$ cat src/rtl/fd_pkg.sv
package fd_pkg;

  typedef enum logic [2:0] {
    MD_LEVEL4   = 3'd0,
    MD_LVL3_OVF = 3'd1,
    MD_LVL2_OVF = 3'd2,
    MD_LVL2_CUT = 3'd3,
    MD_FLAGS    = 3'd4,
    MD_GAIN     = 3'd5,
    MD_RSVD6    = 3'd6,
    MD_RSVD7    = 3'd7
  } fd_mode_e;

  localparam int NUM_BOUNDS = 8;

  // Boundary fraction of full scale, scaled by 2^16, for each coarse step
  function automatic longint bound_frac(input int idx);
    case (idx)
      0:       return 64'd4135;
      1:       return 64'd12345;
      2:       return 64'd20724;
      3:       return 64'd29274;
      4:       return 64'd36854;
      5:       return 64'd45027;
      6:       return 64'd53269;
      default: return 64'd61444;
    endcase
  endfunction

  // Magnitude boundary for a sample width dw
  function automatic longint level_bound(input int idx, input int dw);
    return (bound_frac(idx) << (dw - 1)) >> 16;
  endfunction

endpackage

$ cat src/rtl/fd_cfg_regs.sv
module fd_cfg_regs #(
  parameter int MW = 13,
  parameter int CW = 16,
  parameter int RW = 16,
  parameter int AW = 3
) (
  input  logic              clk,
  input  logic              rst,
  input  logic              we,
  input  logic [AW-1:0]     addr,
  input  logic [RW-1:0]     wdata,
  output logic              en_q,
  output fd_pkg::fd_mode_e  mode_q,
  output logic [MW-1:0]     cut_q,
  output logic [MW-1:0]     fut_q,
  output logic [MW-1:0]     flt_q,
  output logic [CW-1:0]     dwell_q
);
  import fd_pkg::*;

  always_ff @(posedge clk) begin
    if (rst) begin
      en_q    <= 1'b0;
      mode_q  <= MD_LEVEL4;
      cut_q   <= '0;
      fut_q   <= '0;
      flt_q   <= '0;
      dwell_q <= '0;
    end else if (we) begin
      case (addr)
        AW'(0): begin
          en_q   <= wdata[0];
          mode_q <= fd_mode_e'(wdata[3:1]);
        end
        AW'(1): cut_q   <= wdata[MW-1:0];
        AW'(2): fut_q   <= wdata[MW-1:0];
        AW'(3): flt_q   <= wdata[MW-1:0];
        AW'(4): dwell_q <= wdata[CW-1:0];
        default: ;
      endcase
    end
  end

endmodule

$ cat src/rtl/fd_magnitude.sv
module fd_magnitude #(
  parameter int DW = 14,
  localparam int MW = DW - 1
) (
  input  logic                 clk,
  input  logic                 rst,
  input  logic signed [DW-1:0] smp_i,
  output logic [MW-1:0]        mag_q,
  output logic                 ovf_q
);
  localparam logic [DW-1:0] SMP_MIN = {1'b1, {MW{1'b0}}};
  localparam logic [DW-1:0] SMP_MAX = {1'b0, {MW{1'b1}}};

  logic [DW-1:0] neg;
  logic [MW-1:0] mag_d;
  logic          ovf_d;

  always_comb begin
    neg   = ~smp_i + DW'(1);
    ovf_d = (smp_i == SMP_MIN) || (smp_i == SMP_MAX);
    if (!smp_i[DW-1])        mag_d = smp_i[MW-1:0];
    else if (smp_i == SMP_MIN) mag_d = '1;
    else                     mag_d = neg[MW-1:0];
  end

  always_ff @(posedge clk) begin
    if (rst) begin
      mag_q <= '0;
      ovf_q <= 1'b0;
    end else begin
      mag_q <= mag_d;
      ovf_q <= ovf_d;
    end
  end

  AST_OVF_FULL_SCALE: assert property (@(posedge clk) disable iff (rst)
    ovf_q |-> (mag_q == {MW{1'b1}}));

endmodule

$ cat src/rtl/fd_level_quant.sv
module fd_level_quant #(
  parameter int DW = 14,
  localparam int MW = DW - 1
) (
  input  logic [MW-1:0] mag_i,
  output logic [3:0]    lvl4_o,
  output logic [2:0]    lvl3_o,
  output logic [1:0]    lvl2_o
);
  import fd_pkg::*;

  logic [NUM_BOUNDS-1:0] hit;

  for (genvar i = 0; i < NUM_BOUNDS; i++) begin : g_cmp
    localparam logic [MW-1:0] BND = MW'(level_bound(i, DW));
    assign hit[i] = (mag_i >= BND);
  end

  always_comb begin
    lvl4_o = 4'($countones(hit));
    if (lvl4_o[3]) begin
      lvl3_o = 3'b111;
      lvl2_o = 2'b11;
    end else begin
      lvl3_o = lvl4_o[3:1];
      lvl2_o = lvl4_o[3:2];
    end
  end

endmodule

$ cat src/rtl/fd_dwell.sv
module fd_dwell #(
  parameter int MW = 13,
  parameter int CW = 16
) (
  input  logic          clk,
  input  logic          rst,
  input  logic [MW-1:0] mag_i,
  input  logic [MW-1:0] flt_i,
  input  logic [CW-1:0] dwell_i,
  output logic          ig_o
);
  localparam logic [CW-1:0] CNT_MAX = '1;

  logic          below;
  logic [CW-1:0] cnt_q, cnt_d;

  always_comb begin
    below = (mag_i < flt_i);
    if (!below)                cnt_d = '0;
    else if (cnt_q == CNT_MAX) cnt_d = cnt_q;
    else                       cnt_d = cnt_q + CW'(1);
    ig_o = below && (cnt_d >= dwell_i);
  end

  always_ff @(posedge clk) begin
    if (rst) cnt_q <= '0;
    else     cnt_q <= cnt_d;
  end

  AST_DWELL_RESTART: assert property (@(posedge clk) disable iff (rst)
    (mag_i >= flt_i) |=> (cnt_q == '0));

endmodule

$ cat src/rtl/fd_detect_top.sv
module fd_detect_top #(
  parameter int DW = 14,
  parameter int CW = 16,
  parameter int RW = 16,
  parameter int AW = 3
) (
  input  logic                 clk,
  input  logic                 rst,
  input  logic signed [DW-1:0] smp_i,
  input  logic                 cfg_we,
  input  logic [AW-1:0]        cfg_addr,
  input  logic [RW-1:0]        cfg_wdata,
  output logic [3:0]           fd_o
);
  import fd_pkg::*;

  localparam int MW = DW - 1;

  logic          en_q;
  fd_mode_e      mode_q;
  logic [MW-1:0] cut_q, fut_q, flt_q;
  logic [CW-1:0] dwell_q;
  logic [MW-1:0] mag_q;
  logic          ovf_q;
  logic [3:0]    lvl4;
  logic [2:0]    lvl3;
  logic [1:0]    lvl2;
  logic          c_ut, f_ut, f_lt, ig;
  logic [3:0]    fd_d;

  fd_cfg_regs #(.MW(MW), .CW(CW), .RW(RW), .AW(AW)) u_cfg (
    .clk(clk), .rst(rst), .we(cfg_we), .addr(cfg_addr), .wdata(cfg_wdata),
    .en_q(en_q), .mode_q(mode_q), .cut_q(cut_q), .fut_q(fut_q),
    .flt_q(flt_q), .dwell_q(dwell_q)
  );

  fd_magnitude #(.DW(DW)) u_mag (
    .clk(clk), .rst(rst), .smp_i(smp_i), .mag_q(mag_q), .ovf_q(ovf_q)
  );

  fd_level_quant #(.DW(DW)) u_lvl (
    .mag_i(mag_q), .lvl4_o(lvl4), .lvl3_o(lvl3), .lvl2_o(lvl2)
  );

  fd_dwell #(.MW(MW), .CW(CW)) u_dwell (
    .clk(clk), .rst(rst), .mag_i(mag_q), .flt_i(flt_q),
    .dwell_i(dwell_q), .ig_o(ig)
  );

  always_comb begin
    c_ut = (mag_q > cut_q);
    f_ut = (mag_q > fut_q);
    f_lt = (mag_q > flt_q);
    fd_d = 4'b0000;
    if (en_q) begin
      case (mode_q)
        MD_LEVEL4:   fd_d = lvl4;
        MD_LVL3_OVF: fd_d = {lvl3, ovf_q};
        MD_LVL2_OVF: fd_d = {lvl2, ovf_q, f_lt};
        MD_LVL2_CUT: fd_d = {lvl2, c_ut, f_lt};
        MD_FLAGS:    fd_d = {ovf_q, c_ut, f_ut, f_lt};
        MD_GAIN:     fd_d = {ovf_q, f_ut, ig, f_ut};
        default:     fd_d = 4'b0000;
      endcase
    end
  end

  always_ff @(posedge clk) begin
    if (rst) fd_o <= 4'b0000;
    else     fd_o <= fd_d;
  end

  AST_QUIET_WHEN_OFF: assert property (@(posedge clk) disable iff (rst)
    (!en_q || mode_q == MD_RSVD6 || mode_q == MD_RSVD7) |=> (fd_o == 4'b0000));

  AST_DG_TRACKS_FUT: assert property (@(posedge clk) disable iff (rst)
    (en_q && mode_q == MD_GAIN) |=> (fd_o[0] == fd_o[2]));

  AST_GAIN_HINTS_EXCL: assert property (@(posedge clk) disable iff (rst)
    (en_q && mode_q == MD_GAIN && flt_q <= fut_q) |=> !(fd_o[1] && fd_o[0]));

  AST_LEVEL_IN_RANGE: assert property (@(posedge clk) disable iff (rst)
    (en_q && mode_q == MD_LEVEL4) |=> (fd_o <= 4'd8));

  AST_OVF_ABOVE_CUT: assert property (@(posedge clk) disable iff (rst)
    (en_q && mode_q == MD_FLAGS && cut_q != {MW{1'b1}}) |=> (!fd_o[3] || fd_o[2]));

endmodule

$ cat config.mk
export PLATFORM = sky130hd
export DESIGN_NAME = fd_detect_top
export DESIGN_NICKNAME = d
export VERILOG_FILES = /design/src/rtl/fd_pkg.sv /design/src/rtl/fd_cfg_regs.sv /design/src/rtl/fd_magnitude.sv /design/src/rtl/fd_level_quant.sv /design/src/rtl/fd_dwell.sv /design/src/rtl/fd_detect_top.sv
export SDC_FILE = /design/constraint.sdc
export NUM_CORES = 1
export LEC_CHECK = 0
export BUFFER_PORTS_ARGS = -buffer_cell sky130_fd_sc_hd__buf_4
export CAP_MARGIN = 15
export CORE_MARGIN = 4
export CORE_UTILIZATION = 65
export DETAILED_ROUTE_END_ITERATION = 7
export PLACE_DENSITY = 0.85
export SLEW_MARGIN = 20
export SYNTH_ARGS = -nofsm -noshare
export SYNTH_HDL_FRONTEND = slang
export SYNTH_SLANG_ARGS = --single-unit
$ cat constraint.sdc
create_clock -name clk -period 6.3 [get_ports clk]
set_input_delay 0.315 -clock clk [delete_from_list [all_inputs] [get_ports clk]]
set_output_delay 0.315 -clock clk [all_outputs]
set_load 0.03 [all_outputs]
==> metrics <==
result of the run=completed; CTS buffer count=9; DP HPWL=10,000 um; clock skew=0.0114 ns; ys flop type=dfxtp_1; post-layout minimum cycle time=4.27 ns; DR vias=4,946; Avg Cell Area, Syn=7.78 um2; I/O Pins=40; Routed WL=13,300 um; RSZ-0062 raised after global routing=no; routed len/inst=15.8 um; Port Buffer Count=39; Max FO, Critical Path=6; synthesized area=5480 um2; ratio of cells with drive above 1 in the final layout=7.77%; syn_nets=809; Seq/Total Area, Yosys=34.0%; CP Data Required Time=6.56 ns; number of routed nets with antenna violations=0; Least-Margin Pin Slew=1.09 ns; Root Buffer=clkbuf_8; max_cap viols=0; largest net degree at the start of global routing=91; initial antenna violation count=0; starting density of the core=66.7%; CP Capture Type=register; Overflow after GRT=0; routability-driven placement congestion ratio=0.898; DR iter-0 viols=271; Layout area overhead=9.81%; Slew Viols, Final=0; Max clock buf depth=2; # setup viols final=0; CTS clk-pin slew, worst paths=0.09 ns; Worst Path Arrival=4.54 ns; cts repair resizes=0; Skew-Pair Late Insertion Delay=0.37 ns; H-tree Lvls=3; DRC errors left=0; period utilization=67.8%; Yosys top cell area share=34.0%; clk sinks=93; critical path type=register to register; crit start category=register; die height=99.8 um; CTS Hold Bufs=0; Cell variety after synth=49; Async SR Flop Fraction=0%; Core Rows=33; Final nets=833; core footprint=8220 um2; Yosys reg bits=93; number of buffers inserted by post-CTS setup repair=0; Antenna diodes=0; CTS tree=done; P_leak=2.36 nW; Hold Fails Final Rpt=0; commonest non-fill, non-tap cell in the layout=nand2_1; Hold WC Path Type=input port to register; setup tns final=0 ns; TritonRoute pass-1 iters=4; vias in the first global route=4,855; global-route wire length before repair=22,400 um; power per standard cell area=213 nW/um2; Synth area leaders=dfxtp_1 34%, ha_1 15%, nand2_1 9.0%; Max VDD drop=0.0997 mV; GRT Total Usage=28.1%; Via density=5.90; Synth area leader=dfxtp_1; Die Wd=99.8 um; Gate Count Post-Synth=705; achievable frequency=234 MHz; Die ar.=9970 um2; synth warn=0; Relative slew margins=27.2%; EDFF count, synth=0; fin util=73.3%; most frequent cells in the layout=132 x nand2_1, 93 x dfxtp_1, 90 x a21oi_1
==> state kept, by name, summed over array words and instances (netlist names) <==
| signal | flops |
|---|---|
| u_mag.ovf_q | 1 |
| fd_o | 4 |
| u_cfg.fut_q | 13 |
| u_cfg.flt_q | 13 |
| u_cfg.mode_q | 3 |
| u_cfg.dwell_q | 16 |
| u_mag.mag_q | 13 |
| u_cfg.en_q | 1 |
| u_dwell.cnt_q | 16 |
| u_cfg.cut_q | 13 |
==> routing by layer <==
metal  track usage, %  routed length (um)
met5                0                   0
met4             10.1                 267
met3             6.53                 803
met2             47.4                6420
met1             35.1                5780
==> cells in the mapped netlist (5+ instances only) <==
cell and number:
a21o_1 12, ha_1 64, nor2b_1 9, nor2_1 37
clkbuf_1 26, a21oi_1 90, nand2b_1 5, dfxtp_1 93
nor3_1 27, mux2i_1 8, nand4_1 15, nand3b_1 5
o21ai_0 15, and4_1 5, inv_1 70, nand2_1 132
xor2_1 16, nand3_1 23
==> cell type report <==
cell class	instances	area (um2)
timing repair buffer	40	300
clock inverter	4	72.6
tap	105	131
fill	642	2200
sequential	93	1860
inverter	70	263
clock buffer	12	135
multi-input combinational	515	3260
==> power by group <==
group | switching [mW] | total [mW] | internal (mW)
sequential | 0.0201 | 0.624 | 0.604
clock | 0.211 | 0.435 | 0.224
combinational | 0.129 | 0.222 | 0.0933
total | 0.360 | 1.28 | 0.920
==> kinds of logic (layout without fill, tap and decap cells) <==
logic type,count (synthesis),in the layout,synth area share (%)
compound gates,146,146,15.8
xor+xnor,20,20,3.19
fa+ha+maj,68,68,16.1
buf+inv,97,126,6.64
flops,93,93,34.0
mux,8,8,1.46
simple gates,273,273,22.9
==> path summary, 6_finish.rpt <==
path	slack, ns	depth (start not counted)	to	from
setup / recovery	2.03	17	fd_o[1]	u_mag.mag_q[7]
hold / removal	0.19	3	u_cfg.dwell_q[14]	cfg_wdata[14]
setup reg to reg	2.03	17	fd_o[1]	u_mag.mag_q[7]
hold reg to reg	0.46	2	u_cfg.dwell_q[7]	u_cfg.dwell_q[7]
==> metrics by stage <==
step	hold WS [ns]	power [mW]	instances	setup slack (ns)	cell area [um2]
after CTS	0.173	1.28	839	2.03	6020
after global placement	0.443	0.845	823	2.10	5810
after global routing	0.176	1.34	839	1.72	6020
after detailed placement	0.446	0.855	823	2.06	5810
after floorplan	0.436	0.782	705	2.28	5480
final	0.187	1.28	839	2.03	6020
==> worst max-delay path, cell delays in order (launching register included) <==
cell and delay (ns):
dfxtp_1 0.37, or4_1 0.57, or3_1 0.35, or2_1 0.23, o21ai_0 0.14, a21oi_1 0.09, ha_1 0.21, fa_1 0.48
inv_1 0.06, fa_1 0.53, inv_1 0.04, ha_1 0.18, inv_1 0.06, fa_1 0.20, nor2b_1 0.05, o21ai_0 0.15
a21oi_1 0.09, o41a_1 0.36
Note: power is estimated with default switching activity, not from simulation.
